==> src/rtl/hit_timer_pkg.sv <==
`timescale 1ns/1ps
package hit_timer_pkg;

    // Control states of the crossing sequencer
    typedef enum logic [0:0] {
        ST_WAIT = 1'b0,   // after reset, until the first boundary
        ST_ACQ  = 1'b1    // acquiring; every boundary yields a report
    } ht_state_e;

endpackage

==> src/rtl/hit_timer_ctrl.sv <==
`timescale 1ns/1ps
module hit_timer_ctrl
    import hit_timer_pkg::*;
#(
    parameter int MULT = 64,
    parameter int CW   = $clog2(MULT)
) (
    input  logic          clk,
    input  logic          rst,
    input  logic          beam_clk,
    output logic          bx_start,
    output logic          report,
    output logic [CW-1:0] cnt,
    output logic [CW-1:0] cnt_next
);

    localparam logic [CW-1:0] CNT_MAX = CW'(MULT - 1);

    ht_state_e state_q, state_d;
    logic      beam_q;

    // beam clock level history for boundary detection
    always_ff @(posedge clk) begin
        if (rst) beam_q <= 1'b0;
        else     beam_q <= beam_clk;
    end

    assign bx_start = beam_clk & ~beam_q;

    // state register
    always_ff @(posedge clk) begin
        if (rst) state_q <= ST_WAIT;
        else     state_q <= state_d;
    end

    // next state: arm on first boundary, then stay acquiring
    always_comb begin
        state_d = state_q;
        unique case (state_q)
            ST_WAIT: if (bx_start) state_d = ST_ACQ;
            ST_ACQ:  state_d = ST_ACQ;
            default: state_d = ST_WAIT;
        endcase
    end

    // outputs: report only boundaries seen while acquiring
    always_comb begin
        report = 1'b0;
        unique case (state_q)
            ST_WAIT: report = 1'b0;
            ST_ACQ:  report = bx_start;
            default: report = 1'b0;
        endcase
    end

    // shared fine counter: restart at boundary, saturate at the top
    always_comb begin
        if (bx_start)             cnt_next = '0;
        else if (cnt == CNT_MAX)  cnt_next = cnt;
        else                      cnt_next = cnt + CW'(1);
    end

    always_ff @(posedge clk) begin
        if (rst) cnt <= '0;
        else     cnt <= cnt_next;
    end

endmodule

==> src/rtl/hit_timer_chan.sv <==
`timescale 1ns/1ps
module hit_timer_chan #(
    parameter int TW   = 6,
    parameter bit DUAL = 1'b0
) (
    input  logic          clk,
    input  logic          rst,
    input  logic          disc_in,
    input  logic          bx_start,
    input  logic [TW-1:0] stamp_rise,
    input  logic [TW-1:0] stamp_fall,
    output logic          hit,
    output logic [TW-1:0] tstamp
);

    logic          sync1, sync2, sync3;
    logic          rise;
    logic          fall_first;
    logic [TW-1:0] stamp;

    // two-flop synchronizer plus one stage for edge detection
    always_ff @(posedge clk) begin
        if (rst) begin
            sync1 <= 1'b0;
            sync2 <= 1'b0;
            sync3 <= 1'b0;
        end else begin
            sync1 <= disc_in;
            sync2 <= sync1;
            sync3 <= sync2;
        end
    end

    assign rise = sync2 & ~sync3;

    generate
        if (DUAL) begin : g_dual
            logic nsync1, nsync2, nseen;
            // falling-edge synchronizer chain
            always_ff @(negedge clk) begin
                if (rst) begin
                    nsync1 <= 1'b0;
                    nsync2 <= 1'b0;
                end else begin
                    nsync1 <= disc_in;
                    nsync2 <= nsync1;
                end
            end
            // falling chain state when the rising chain's second stage loads
            always_ff @(posedge clk) begin
                if (rst) nseen <= 1'b0;
                else     nseen <= nsync2;
            end
            assign fall_first = nseen;
        end else begin : g_single
            assign fall_first = 1'b0;
        end
    endgenerate

    assign stamp = fall_first ? stamp_fall : stamp_rise;

    // first-edge capture per crossing
    always_ff @(posedge clk) begin
        if (rst) begin
            hit    <= 1'b0;
            tstamp <= '0;
        end else if (bx_start) begin
            hit    <= rise;
            tstamp <= rise ? stamp : '0;
        end else if (rise && !hit) begin
            hit    <= 1'b1;
            tstamp <= stamp;
        end
    end

endmodule

==> src/rtl/hit_timer.sv <==
`timescale 1ns/1ps
module hit_timer #(
    parameter int NCH       = 32,
    parameter int MULT      = 64,
    parameter bit DUAL_EDGE = 1'b0,
    localparam int CW       = $clog2(MULT),
    localparam int TW       = CW + (DUAL_EDGE ? 1 : 0)
) (
    input  logic              clk,
    input  logic              rst,
    input  logic              beam_clk,
    input  logic [NCH-1:0]    disc,
    output logic              rd_valid,
    output logic [NCH-1:0]    rd_mask,
    output logic [NCH*TW-1:0] rd_times
);

    logic          bx_start;
    logic          report;
    logic [CW-1:0] cnt;
    logic [CW-1:0] cnt_next;
    logic [TW-1:0] stamp_rise;
    logic [TW-1:0] stamp_fall;

    logic [NCH-1:0]    hits;
    logic [NCH*TW-1:0] tvec;

    hit_timer_ctrl #(.MULT(MULT), .CW(CW)) u_ctrl (
        .clk      (clk),
        .rst      (rst),
        .beam_clk (beam_clk),
        .bx_start (bx_start),
        .report   (report),
        .cnt      (cnt),
        .cnt_next (cnt_next)
    );

    // time stamps offered to the channels
    generate
        if (DUAL_EDGE) begin : g_stamp_dual
            assign stamp_rise = {cnt_next, 1'b0};
            assign stamp_fall = bx_start ? '0 : {cnt, 1'b1};
        end else begin : g_stamp_single
            assign stamp_rise = cnt_next;
            assign stamp_fall = cnt;
        end
    endgenerate

    generate
        for (genvar i = 0; i < NCH; i++) begin : g_ch
            logic [TW-1:0] t_i;
            hit_timer_chan #(.TW(TW), .DUAL(DUAL_EDGE)) u_chan (
                .clk        (clk),
                .rst        (rst),
                .disc_in    (disc[i]),
                .bx_start   (bx_start),
                .stamp_rise (stamp_rise),
                .stamp_fall (stamp_fall),
                .hit        (hits[i]),
                .tstamp     (t_i)
            );
            assign tvec[i*TW +: TW] = hits[i] ? t_i : '0;
        end
    endgenerate

    // report registers
    always_ff @(posedge clk) begin
        if (rst) begin
            rd_valid <= 1'b0;
            rd_mask  <= '0;
            rd_times <= '0;
        end else if (report) begin
            rd_valid <= 1'b1;
            rd_mask  <= hits;
            rd_times <= tvec;
        end else begin
            rd_valid <= 1'b0;
        end
    end

endmodule

==> config.mk <==
export PLATFORM = sky130hd
export DESIGN_NAME = hit_timer
export DESIGN_NICKNAME = d
export VERILOG_FILES = /design/src/rtl/hit_timer_pkg.sv /design/src/rtl/hit_timer_ctrl.sv /design/src/rtl/hit_timer_chan.sv /design/src/rtl/hit_timer.sv
export SDC_FILE = /design/constraint.sdc
export NUM_CORES = 1
export LEC_CHECK = 0
export ABC_CLOCK_PERIOD_IN_PS = 3800
export BUFFER_PORTS_ARGS = -buffer_cell sky130_fd_sc_hd__buf_4
export CAP_MARGIN = 10
export CORE_ASPECT_RATIO = 0.6
export CORE_UTILIZATION = 55
export DETAILED_ROUTE_END_ITERATION = 16
export PLACE_DENSITY = 0.77
export SYNTH_ARGS = -nofsm -noshare
export SYNTH_HDL_FRONTEND = slang
export SYNTH_SLANG_ARGS = --single-unit
==> constraint.sdc <==
create_clock -name clk -period 3.8 [get_ports clk]
set_input_delay 0.38 -clock clk [delete_from_list [all_inputs] [get_ports clk]]
set_output_delay 0.38 -clock clk [all_outputs]
set_load 0.02 [all_outputs]
==> impl_summary.log <==
[metrics] outcome: finished, final reports clean
[metrics] Worst Max-Slew Pin Slew: 1.32 ns
[metrics] routed len/inst: 17.9 µm
[metrics] class of the most critical hold timing path: primary input to flip-flop
[metrics] Post-Syn Area: 0.0189 mm²
[metrics] number of enable-type register cells in the synthesized netlist: 0
[metrics] portion of the post-synthesis area used by sequential elements: 58.5%
[metrics] Critical-path top delay cell: mux2i_4
[metrics] kind of cell with the highest combined delay on the critical path: multiplexers
[metrics] Post-CTS Resized: 0
[metrics] Leak: 8.49 nW
[metrics] total nets after synthesis: 2,080
[metrics] share of flip-flops with an asynchronous set or reset: 0%
[metrics] total buffers and inverters traversed by the critical path: 1
[metrics] setup-violating endpoint count in the final report: 0
[metrics] post-detailed-route count of antenna-violating nets: 0
[metrics] most frequent cells in the layout: dfxtp_1, a21oi_1, buf_4
[metrics] CTS Buf Count: 47
[metrics] routability congestion estimate: 0.785
[metrics] Clock H-tree levels: 2
[metrics] count of pins on the block boundary: 260
[metrics] r2r worst-path depth: 6
[metrics] root buffer cell: clkbuf_16
[metrics] largest fanout of any net on the critical path: 19
[metrics] power per cell area: 505 mW/mm²
[metrics] cell row count: 52
[metrics] router iterations before antenna repair: 5
[metrics] number of max-cap violations: 0
[metrics] number of cells after detailed placement: 2,606
[metrics] drt total wl: 48.2 mm
[metrics] Worst Clk Skew: 0.0168 ns
[metrics] Initial Util: 56.0%
[metrics] wire length of the first global-routing pass: 76.0 mm
[metrics] final worst path period share: 64.7%
[metrics] post-synthesis to final-layout area growth: 18.6%
[metrics] die height: 146 µm
[metrics] Final Slew Violations: 0
[metrics] kind of start point of the critical path: flip-flop
[metrics] via count of the first global-routing pass: 14,100
[metrics] count of inserted antenna diode cells: 0
[metrics] drt drc: 0
[metrics] CP cell instances: ha_1 -> nand2_1 -> nor2_1 -> mux2i_4 -> buf_4 -> a21oi_1
[metrics] slowest stage delay, CP: 0.81 ns
[metrics] largest buffer count on any clock path: 3
[metrics] design area: 0.0224 mm²
[metrics] critical path class: flip-flop to flip-flop
[metrics] standard cell core area: 0.0338 mm²
[metrics] proportion of layout cells with a drive suffix above 1: 16.5%
[metrics] global route total overflow: 0
[metrics] clock tree from TritonCTS: done
[metrics] crit end category: flip-flop
[metrics] fin cells: 2,691
[metrics] Final Net Count: 2,232
[metrics] required time at the endpoint of the critical path: 4.22 ns
[metrics] final hold slack: 0.0323 ns
[metrics] violation count after the first detailed-route iteration: 1,390
[metrics] accumulated negative setup slack: 0 ns
[metrics] CTS Hold Bufs: 0
[metrics] antenna violations before repair: 0
[metrics] count of buffers inserted at the top-level ports: 259
[metrics] setup bufs post-CTS: 0
[metrics] post-layout utilization of the core: 66.5%
[metrics] gate count of the mapped netlist: 2,044
[metrics] post-route total power: 11.3 mW
[metrics] cell area after placement: 0.0209 mm²
[metrics] cell count of the worst hold path: 2
[metrics] count of different cell masters after synthesis: 31
[metrics] most instantiated flip-flop cell in the synthesis netlist: dfxtp_1
[metrics] die width: 241 µm
[metrics] number of vias in the routed layout: 15,300
[metrics] final-report hold violation count: 0
[metrics] Num Clock Sinks: 553
[metrics] Max-slew headroom: 12.0%
[metrics] average vias per placed instance: 5.69
[metrics] Die Outline Area: 0.0352 mm²
[metrics] clock transition at the registers of the reported paths: 0.07 ns
[metrics] Achievable Freq: 407 MHz
[metrics] worst slack after detailed placement: 1.32 ns
[metrics] RSZ-0062 raised after global routing: no
[metrics] pin count of the biggest net entering global routing: 211
[metrics] latest clock arrival within the worst-skew pair: 0.56 ns
[metrics] mean instance size in the synthesized netlist: 9.25 µm²
[metrics] Stages on worst setup path: 6
[metrics] flop and latch count out of synthesis: 553
[metrics] Global Route Usage Sum: 27.0%
[metrics] crit path DAT: 2.87 ns
[metrics] most common cell after layout, fill and taps aside: dfxtp_1
[metrics] fin crit period: 2.46 ns
[metrics] crit path setup slack, layout: 1.34 ns
[metrics] Max IR drop VDD: 0.350 mV
[metrics] yosys warns: 0
[metrics] HPWL after DPL: 29.0 mm
-- state kept, by name, summed over array words and instances (netlist names) --
signal / cells
u_ctrl.cnt: 6
g_ch.u_chan.hit: 32
rd_mask: 32
g_ch.u_chan.tstamp: 192
g_ch.u_chan.sync1: 32
rd_times: 192
u_ctrl.state_q: 1
g_ch.u_chan.sync2: 32
u_ctrl.beam_q: 1
rd_valid: 1
g_ch.u_chan.sync3: 32
-- worst reg2reg max path: cells and delay by family (launching register included) --
kind,cells,cell delay (ns)
AND/OR/NAND/NOR,2,0.39
buffers and inverters,1,0.33
flip-flops,1,0.42
AO/OA/AOI/OAI,1,0.09
multiplexers,1,0.81
adder cells (fa/ha/maj),1,0.27
-- final timing paths --
check,slack (ns),start,to
hold reg to reg,0.44,g_ch[11].u_chan.sync1$_SDFF_PP0_,g_ch[11].u_chan.sync2$_SDFF_PP0_
hold / removal,0.03,disc[4],g_ch[4].u_chan.sync1$_SDFF_PP0_
setup reg to reg,1.34,u_ctrl.cnt[0]$_SDFF_PP0_,g_ch[7].u_chan.tstamp[1]$_SDFFE_PP0P_
setup / recovery,1.34,u_ctrl.cnt[0]$_SDFF_PP0_,g_ch[7].u_chan.tstamp[1]$_SDFFE_PP0P_
-- power by group --
group          switching, mW  leakage (nW)  internal, mW
logic                  0.334          3.23         0.138
clock network           2.12         0.777          2.79
registers             0.0692          4.48          5.89
-- cells in the mapped netlist, drive strengths merged (32+ instances only) --
master  number  area (µm²)
buf         82         474
nor2b      162        1020
or4b        32         320
dfxtp      553       11100
a21oi      322        1610
nand2      259         972
a22o        32         280
clkbuf      93         349
nand3      196         986
and2        34         213
o21ai       97         485
nor2       103         394
a32o        64         641
-- cells by family (layout without fill, tap and decap cells) --
| group | Yosys count | count (layout) | synth area share (%) |
|---|---|---|---|
| simple gates | 793 | 793 | 20.9 |
| flops | 553 | 553 | 58.5 |
| compound gates | 518 | 518 | 16.1 |
| buf+inv | 178 | 366 | 4.41 |
| fa+ha+maj | 1 | 1 | 0.0661 |
| mux | 1 | 1 | 0.0529 |
-- final cells by class --
cell class | count | area [µm²]
inverter | 3 | 11.3
multi-input combinational | 1313 | 7090
sequential | 553 | 11100
tap | 459 | 574
clock inverter | 20 | 241
fill | 2679 | 11300
clock buffer | 65 | 1320
timing repair buffer | 278 | 2130
-- layer usage --
layer  part of all wire (%)  track usage [%]  wire length, µm
met4                    2.5             7.75             1220
met5                      0                0                0
met1                     46             39.2            22000
met2                     45             41.6            21800
met3                    6.7             4.14             3230
(Power assumes the default switching activity.)
